## config.mk

```make
export PLATFORM = sky130hd
export DESIGN_NAME = can_accept_filter
export DESIGN_NICKNAME = d
export VERILOG_FILES = /design/src/rtl/can_af_pkg.sv /design/src/rtl/can_af_regs.sv /design/src/rtl/can_af_match.sv /design/src/rtl/can_af_lastbuf.sv /design/src/rtl/can_accept_filter.sv
export SDC_FILE = /design/constraint.sdc
export NUM_CORES = 2
export LEC_CHECK = 0
export CAP_MARGIN = 30
export CORE_MARGIN = 3
export CORE_UTILIZATION = 30
export DETAILED_ROUTE_END_ITERATION = 10
export GPL_TIMING_DRIVEN = 0
export REMOVE_ABC_BUFFERS = 1
export SKIP_LAST_GASP = 1
export SYNTH_ARGS = -nofsm -noshare
export SYNTH_HDL_FRONTEND = slang
export SYNTH_SLANG_ARGS = --single-unit
export TNS_END_PERCENT = 5
```

## constraint.sdc

```tcl
create_clock -name clk -period 4 [get_ports clk]
set_input_delay 0.8 -clock clk [delete_from_list [all_inputs] [get_ports clk]]
set_output_delay 0.8 -clock clk [all_outputs]
set_load 0.02 [all_outputs]
```

## src/rtl/can_af_pkg.sv

```systemverilog
package can_af_pkg;
  localparam int ID_W  = 29;
  localparam int STD_W = 11;

  typedef struct packed {
    logic            valid;
    logic            tx;
    logic            ext;
    logic [ID_W-1:0] id;
  } obj_cfg_t;
endpackage

```

## src/rtl/can_af_regs.sv

```systemverilog
module can_af_regs
  import can_af_pkg::*;
#(
  parameter int NUM_OBJ = 15,
  parameter int ADDR_W  = 6
) (
  input  logic                    clk,
  input  logic                    rst,
  input  logic                    wr_en,
  input  logic [ADDR_W-1:0]       wr_addr,
  input  logic [31:0]             wr_data,
  output obj_cfg_t [NUM_OBJ-1:0]  cfg,
  output logic [ID_W-1:0]         gmask_std,
  output logic [ID_W-1:0]         gmask_ext,
  output logic [ID_W-1:0]         lmask,
  output logic [NUM_OBJ-1:0]      irq_clr,
  output logic                    rel
);
  localparam int A_STD    = 0;
  localparam int A_EXT    = 1;
  localparam int A_LOC    = 2;
  localparam int A_CLR    = 3;
  localparam int A_REL    = 4;
  localparam int OBJ_BASE = 16;
  localparam logic [ID_W-1:0] STD_FIELD = ID_W'((1 << STD_W) - 1);
  localparam logic [ID_W-1:0] ALL_ONES  = '1;

  always_ff @(posedge clk) begin
    if (rst) begin
      gmask_std <= STD_FIELD;
      gmask_ext <= ALL_ONES;
      lmask     <= ALL_ONES;
    end else if (wr_en) begin
      if (wr_addr == ADDR_W'(A_STD)) gmask_std <= wr_data[ID_W-1:0] & STD_FIELD;
      if (wr_addr == ADDR_W'(A_EXT)) gmask_ext <= wr_data[ID_W-1:0];
      if (wr_addr == ADDR_W'(A_LOC)) lmask     <= wr_data[ID_W-1:0];
    end
  end

  always_ff @(posedge clk) begin
    for (int k = 0; k < NUM_OBJ; k++) begin
      if (rst) begin
        cfg[k] <= '0;
      end else if (wr_en && wr_addr == ADDR_W'(OBJ_BASE + k)) begin
        cfg[k] <= obj_cfg_t'(wr_data);
      end
    end
  end

  assign irq_clr = (wr_en && wr_addr == ADDR_W'(A_CLR)) ? wr_data[NUM_OBJ-1:0] : '0;
  assign rel     = wr_en && wr_addr == ADDR_W'(A_REL);
endmodule

```

## src/rtl/can_af_match.sv

```systemverilog
module can_af_match
  import can_af_pkg::*;
#(
  parameter int NUM_OBJ = 15,
  parameter int IDX_W   = 4
) (
  input  obj_cfg_t [NUM_OBJ-1:0] cfg,
  input  logic [ID_W-1:0]        gmask_std,
  input  logic [ID_W-1:0]        gmask_ext,
  input  logic [ID_W-1:0]        lmask,
  input  logic [ID_W-1:0]        rx_id,
  input  logic                   rx_ext,
  input  logic                   rx_rtr,
  output logic                   any_hit,
  output logic [IDX_W-1:0]       idx,
  output logic                   is_reply,
  output logic                   to_last
);
  localparam int NGLOB = NUM_OBJ - 1;
  localparam logic [ID_W-1:0] STD_FIELD = ID_W'((1 << STD_W) - 1);

  logic [NGLOB-1:0] m;
  logic [ID_W-1:0]  gmask;
  logic [ID_W-1:0]  lm_eff;
  logic             m_last;
  logic             found;
  logic [IDX_W-1:0] first;

  assign gmask = rx_ext ? gmask_ext : gmask_std;

  // first stage: one comparator per object under the shared mask
  for (genvar k = 0; k < NGLOB; k++) begin : g_cmp
    assign m[k] = cfg[k].valid && (cfg[k].ext == rx_ext) && (cfg[k].tx == rx_rtr) &&
                  (((cfg[k].id ^ rx_id) & gmask) == '0);
  end

  // second stage: fallback object, receive only
  assign lm_eff = rx_ext ? lmask : (lmask & STD_FIELD);
  assign m_last = cfg[NUM_OBJ-1].valid && (cfg[NUM_OBJ-1].ext == rx_ext) && !rx_rtr &&
                  (((cfg[NUM_OBJ-1].id ^ rx_id) & lm_eff) == '0);

  always_comb begin
    found = 1'b0;
    first = '0;
    for (int k = NGLOB - 1; k >= 0; k--) begin
      if (m[k]) begin
        found = 1'b1;
        first = IDX_W'(k + 1);
      end
    end
  end

  assign to_last  = !found && m_last;
  assign any_hit  = found || m_last;
  assign idx      = found ? first : (m_last ? IDX_W'(NUM_OBJ) : '0);
  assign is_reply = found && rx_rtr;
endmodule

```

## src/rtl/can_af_lastbuf.sv

```systemverilog
module can_af_lastbuf
  import can_af_pkg::*;
(
  input  logic            clk,
  input  logic            rst,
  input  logic            accept,
  input  logic            rel,
  input  logic [ID_W-1:0] in_id,
  input  logic            in_ext,
  output logic            front_v,
  output logic [ID_W-1:0] front_id,
  output logic            front_ext,
  output logic            back_v,
  output logic            overrun
);
  logic [ID_W-1:0] back_id;
  logic            back_ext;

  logic            nf_v, nb_v, n_ovr, nf_ext, nb_ext;
  logic [ID_W-1:0] nf_id, nb_id;

  always_comb begin
    nf_v = front_v;  nf_id = front_id;  nf_ext = front_ext;
    nb_v = back_v;   nb_id = back_id;   nb_ext = back_ext;
    n_ovr = overrun;
    // release acts before a same-cycle accept
    if (rel) begin
      nf_v = back_v;  nf_id = back_id;  nf_ext = back_ext;
      nb_v = 1'b0;
      n_ovr = 1'b0;
    end
    if (accept) begin
      if (!nf_v) begin
        nf_v = 1'b1;  nf_id = in_id;  nf_ext = in_ext;
      end else begin
        if (nb_v) n_ovr = 1'b1;
        nb_v = 1'b1;  nb_id = in_id;  nb_ext = in_ext;
      end
    end
  end

  always_ff @(posedge clk) begin
    if (rst) begin
      front_v <= 1'b0;  front_id <= '0;  front_ext <= 1'b0;
      back_v  <= 1'b0;  back_id  <= '0;  back_ext  <= 1'b0;
      overrun <= 1'b0;
    end else begin
      front_v <= nf_v;  front_id <= nf_id;  front_ext <= nf_ext;
      back_v  <= nb_v;  back_id  <= nb_id;  back_ext  <= nb_ext;
      overrun <= n_ovr;
    end
  end
endmodule

```

## src/rtl/can_accept_filter.sv

```systemverilog
module can_accept_filter
  import can_af_pkg::*;
#(
  parameter int NUM_OBJ = 15,
  parameter int ADDR_W  = 6,
  parameter int IDX_W   = $clog2(NUM_OBJ + 1)
) (
  input  logic               clk,
  input  logic               rst,
  input  logic               wr_en,
  input  logic [ADDR_W-1:0]  wr_addr,
  input  logic [31:0]        wr_data,
  input  logic               frame_done,
  input  logic [28:0]        rx_id,
  input  logic               rx_ext,
  input  logic               rx_rtr,
  output logic               hit,
  output logic [IDX_W-1:0]   hit_idx,
  output logic               reply_req,
  output logic [NUM_OBJ-1:0] rx_irq,
  output logic               lc_valid,
  output logic [28:0]        lc_id,
  output logic               lc_ext,
  output logic               lc_pending,
  output logic               lc_overrun
);
  obj_cfg_t [NUM_OBJ-1:0] cfg;
  logic [ID_W-1:0]        gmask_std, gmask_ext, lmask;
  logic [NUM_OBJ-1:0]     irq_clr, irq_set;
  logic                   rel;
  logic                   any_hit, is_reply, to_last;
  logic [IDX_W-1:0]       idx;

  can_af_regs #(.NUM_OBJ(NUM_OBJ), .ADDR_W(ADDR_W)) u_regs (
    .clk(clk), .rst(rst), .wr_en(wr_en), .wr_addr(wr_addr), .wr_data(wr_data),
    .cfg(cfg), .gmask_std(gmask_std), .gmask_ext(gmask_ext), .lmask(lmask),
    .irq_clr(irq_clr), .rel(rel)
  );

  can_af_match #(.NUM_OBJ(NUM_OBJ), .IDX_W(IDX_W)) u_match (
    .cfg(cfg), .gmask_std(gmask_std), .gmask_ext(gmask_ext), .lmask(lmask),
    .rx_id(rx_id), .rx_ext(rx_ext), .rx_rtr(rx_rtr),
    .any_hit(any_hit), .idx(idx), .is_reply(is_reply), .to_last(to_last)
  );

  can_af_lastbuf u_last (
    .clk(clk), .rst(rst), .accept(frame_done && to_last), .rel(rel),
    .in_id(rx_id), .in_ext(rx_ext),
    .front_v(lc_valid), .front_id(lc_id), .front_ext(lc_ext),
    .back_v(lc_pending), .overrun(lc_overrun)
  );

  always_comb begin
    for (int k = 0; k < NUM_OBJ; k++) begin
      irq_set[k] = frame_done && any_hit && !is_reply && (idx == IDX_W'(k + 1));
    end
  end

  always_ff @(posedge clk) begin
    if (rst) begin
      hit       <= 1'b0;
      hit_idx   <= '0;
      reply_req <= 1'b0;
      rx_irq    <= '0;
    end else begin
      hit       <= frame_done && any_hit;
      hit_idx   <= (frame_done && any_hit) ? idx : '0;
      reply_req <= frame_done && is_reply;
      rx_irq    <= (rx_irq & ~irq_clr) | irq_set;
    end
  end
endmodule

```

==> results.yml <==
outcome:
  outcome: "finished with violations"
  violations: "negative setup slack"
sta:
  finalCritPeriodShare_pct: 102
  maxSlewViolCount: 0
  tightest_slew_ns: 1.02
  worst_slew_margin_rel_pct: 31.4
  clock_skew_ns: 0.0271
  fmaxAchievable_ghz: 0.246
  fin_ws_ns: -0.0695
  hold_viol: 0
  period_minus_slack_ns: 4.07
  setup_violations: 42
  rsz0062_at_grt: "true"
  tns_ns: -1.30
grt:
  gr-total-overflow: 0
  grt_max_degree: 161
  grt_pass1_vias: 25200
  track_usage_pct: 22.7
  antenna_found_initial: 18
  grt_pass1_wl_um: 176000
setup_path:
  r2r_end: "rx_irq[7]"
  cp_cell_sequence: "buf_8, mux2i_4, buf_16, o22ai_1, nor4_1, and4_1, a21boi_0, o21ai_0, a32o_1, nor2_1, o41ai_2"
  startpoint_type: "input port"
  regToRegStartpoint: "u_regs.gmask_std[10]"
  cp-endpoint: "rx_irq[7]"
  worstPathArrival_ns: 4.59
  critPathRequiredTime_ns: 4.52
  cpPeakStageDelay_ns: 0.87
  path_max_fanout: 17
  worstSetupStartpoint: "rx_ext"
  critical_path_class: "in2reg"
  worstRegToRegCells: 10
  worst_path_max_delay_cell: "nor4_1"
  worstSetupEndpointType: "register"
  r2r_slack_ns: 0.20
cts:
  insertion_delay_ns: 0.63
  cts_tree: "done"
  root_buffer: "clkbuf_16"
  cts_buffer_depth: 3
  htreeDepth: 3
  clock_sinks: 632
  cts_buffers: 70
  path_clk_slew_ns: 0.06
power:
  finalPower_mw: 14.2
  pwr_density_cell_mw_per_mm2: 391
  p_leak_nw: 11.3
  ir_drop_mv: 0.254
floorplan:
  ios: 127
  floorplan.die_area_mm2: 0.104
  die_y_um: 323
  placementRows: 115
  core_area_mm2: 0.0990
  start_util_pct: 30.5
  fp.dieW_um: 323
final_layout:
  postLayoutCellArea_mm2: 0.0362
  areaGrowthSynthToFinish_pct: 20.1
  nNetsFinal: 3845
  nFillCells: 10000
  drive_above_1_share_pct: 9.29
synth:
  ys_seq_area_share_pct: 41.9
  synth_ff_type: "dfxtp_1"
  synth_area_per_cell_um2: 7.95
  syn_area_mm2: 0.0302
  async_reset_ff_share_pct: 0
  synth_edf_count: 0
  synth_warnings: 0
  synth_cell_types: 64
  synth_top_cell_by_area: "dfxtp_1"
  synth_top_cells_by_area: "dfxtp_1 (42%), nand2_1 (13%), xnor2_1 (12%), a21oi_1 (8.1%), o22ai_1 (4.1%)"
  synthCells: 3795
  ys_ff_latch: 632
  synth_top_area_share_pct: 41.9
place:
  dp_hpwl_um: 77400
  postPlaceCellArea_mm2: 0.0336
  place_ws_ns: -1.79
  gp_congestion: 0.881
  numPortBuffers: 126
hold_path:
  worstHoldStart: "u_regs.cfg[415]"
  min_path_type: "reg2reg"
detailed_routing:
  wl_per_cell_um: 23.9
  via_per_inst: 5.44
  dr.first_iter.drc_count: 3485
  drcViolationCount: 0
  dr.pass1.iters: 8
  ant_nets: 0
  wirelength_um: 122000
  vias: 27900
flow_run:
  drv_cap: 0
worst min-delay path by stage:
stage | to | slack [ns] | depth (start not counted)
final | u_regs.cfg[415] | 0.46 | 2
after global routing | u_regs.cfg[63] | 0.47 | 2
after CTS | u_regs.cfg[31] | 0.46 | 2
after detailed placement | u_regs.cfg[479] | 0.45 | 2
after global placement | u_regs.cfg[383] | 0.44 | 2
after floorplan | u_regs.cfg[127] | 0.43 | 2
cells in the mapped netlist (4+ instances only):
master	number
nand2b_1	71
o22a_1	5
nor3_1	21
inv_1	8
a22oi_1	11
a21oi_1	488
nor4_1	54
nand3b_1	8
clkbuf_1	256
o22ai_1	198
nand4_1	17
mux2i_4	6
xor2_1	38
or2_2	4
buf_2	84
mux2i_1	65
nor2b_1	70
nand2_1	1075
o21ai_0	8
nand3_1	27
buf_6	6
a31oi_1	4
or3_1	4
a21boi_0	4
xnor2_1	426
nor2_1	42
dfxtp_1	632
and2_1	5
a211o_1	69
a31o_2	4
a21o_1	30
nand2_2	6
a221oi_1	4
placed cells by master, fill, tap and decap left out, types with 7 or more instances in the layout:
| cell type | count |
|---|---|
| buf_8 | 24 |
| clkbuf_1 | 20 |
| nor4_2 | 11 |
| a211o_1 | 69 |
| buf_2 | 39 |
| a21o_1 | 30 |
| nand2b_1 | 71 |
| clkbuf_16 | 72 |
| nand4_1 | 17 |
| mux2i_1 | 61 |
| nand2_1 | 1065 |
| nand2_2 | 12 |
| xnor2_1 | 426 |
| buf_6 | 12 |
| xor2_1 | 38 |
| a21oi_1 | 488 |
| nor4_1 | 42 |
| buf_16 | 49 |
| nor3_2 | 8 |
| clkbuf_8 | 20 |
| nor2_1 | 36 |
| dfxtp_1 | 632 |
| o22ai_1 | 196 |
| a22oi_1 | 11 |
| nor2b_1 | 70 |
| diode_2 | 8 |
| nor3_1 | 12 |
| buf_4 | 33 |
| o21ai_0 | 7 |
| nand3b_1 | 8 |
| buf_12 | 12 |
| mux2i_4 | 10 |
| clkdlybuf4s50_1 | 81 |
| inv_1 | 8 |
| nand3_1 | 26 |
area by class of cell:
class | count | area [um2] | share of cell area, %
multi-input combinational | 2803 | 16300 | 44.9
clock buffer | 112 | 2150 | 5.94
sequential | 632 | 12700 | 34.9
antenna | 8 | 20.0 | 0.0552
clock inverter | 9 | 67.6 | 0.186
inverter | 8 | 30.0 | 0.0829
tap | 1287 | 1610 | 4.44
timing repair buffer | 257 | 3420 | 9.45
per-stage QoR:
| step | instances | util [%] | hold slack [ns] |
|---|---|---|---|
| 6_report | 5116 | 36.6 | 0.457 |
| 5_1_grt | 5111 | 36.6 | 0.470 |
| 2_1_floorplan | 3443 | - | 0.431 |
| 4_1_cts | 5106 | 36.5 | 0.458 |
| 3_3_place_gp | 4856 | 31.9 | 0.443 |
| 3_5_place_dp | 4964 | 33.9 | 0.449 |
metal layers:
metal | track usage, % | vias to the layer above | routed length, um
met1 | 31.1 | 13300 | 50200
met4 | 11.1 | 16 | 6810
li1 | - | 12600 | -
met2 | 33.6 | 1520 | 51000
met5 | 0 | - | 91
met3 | 5.15 | 361 | 14200
cells by family after synthesis:
logic type | count (synthesis) | share of synthesized area [%]
compound gates | 847 | 16.7
xor+xnor | 464 | 13.5
buf+inv | 360 | 5.07
flops | 632 | 41.9
mux | 73 | 2.69
simple gates | 1419 | 20.2
critical path, delay by kind of cell:
kind | cells | cell delay [ns]
AND/OR/NAND/NOR | 3 | 1.33
AO/OA/AOI/OAI | 5 | 1.28
multiplexers | 1 | 0.63
buffers and inverters | 2 | 0.51
power by group:
group / internal, mW / total [mW] / switching [mW]
logic: 0.456 / 1.40 / 0.949
registers: 6.32 / 6.33 / 0.0160
clock network: 3.68 / 6.41 / 2.74
total: 10.5 / 14.2 / 3.70
sequential cells by signal (all words and copies together) (netlist names):
signal / flops
u_last.back_ext: 1
rx_irq: 15
u_last.front_id: 29
u_last.front_v: 1
u_last.overrun: 1
hit_idx: 4
hit: 1
u_regs.lmask: 29
u_last.front_ext: 1
reply_req: 1
u_regs.gmask_ext: 29
u_last.back_v: 1
u_regs.gmask_std: 11
u_last.back_id: 29
u_regs.cfg: 479
repair_timing:
item | CTS | global route
buffers inserted | 20 | 2
resized for setup | 25 | 20
pin swaps | 3 | 3
cloned | 1 | 0
hold buffers | 0 | 0
endpoints found under the setup margin | 84 | 72
Power figures use the tool's default switching activity.
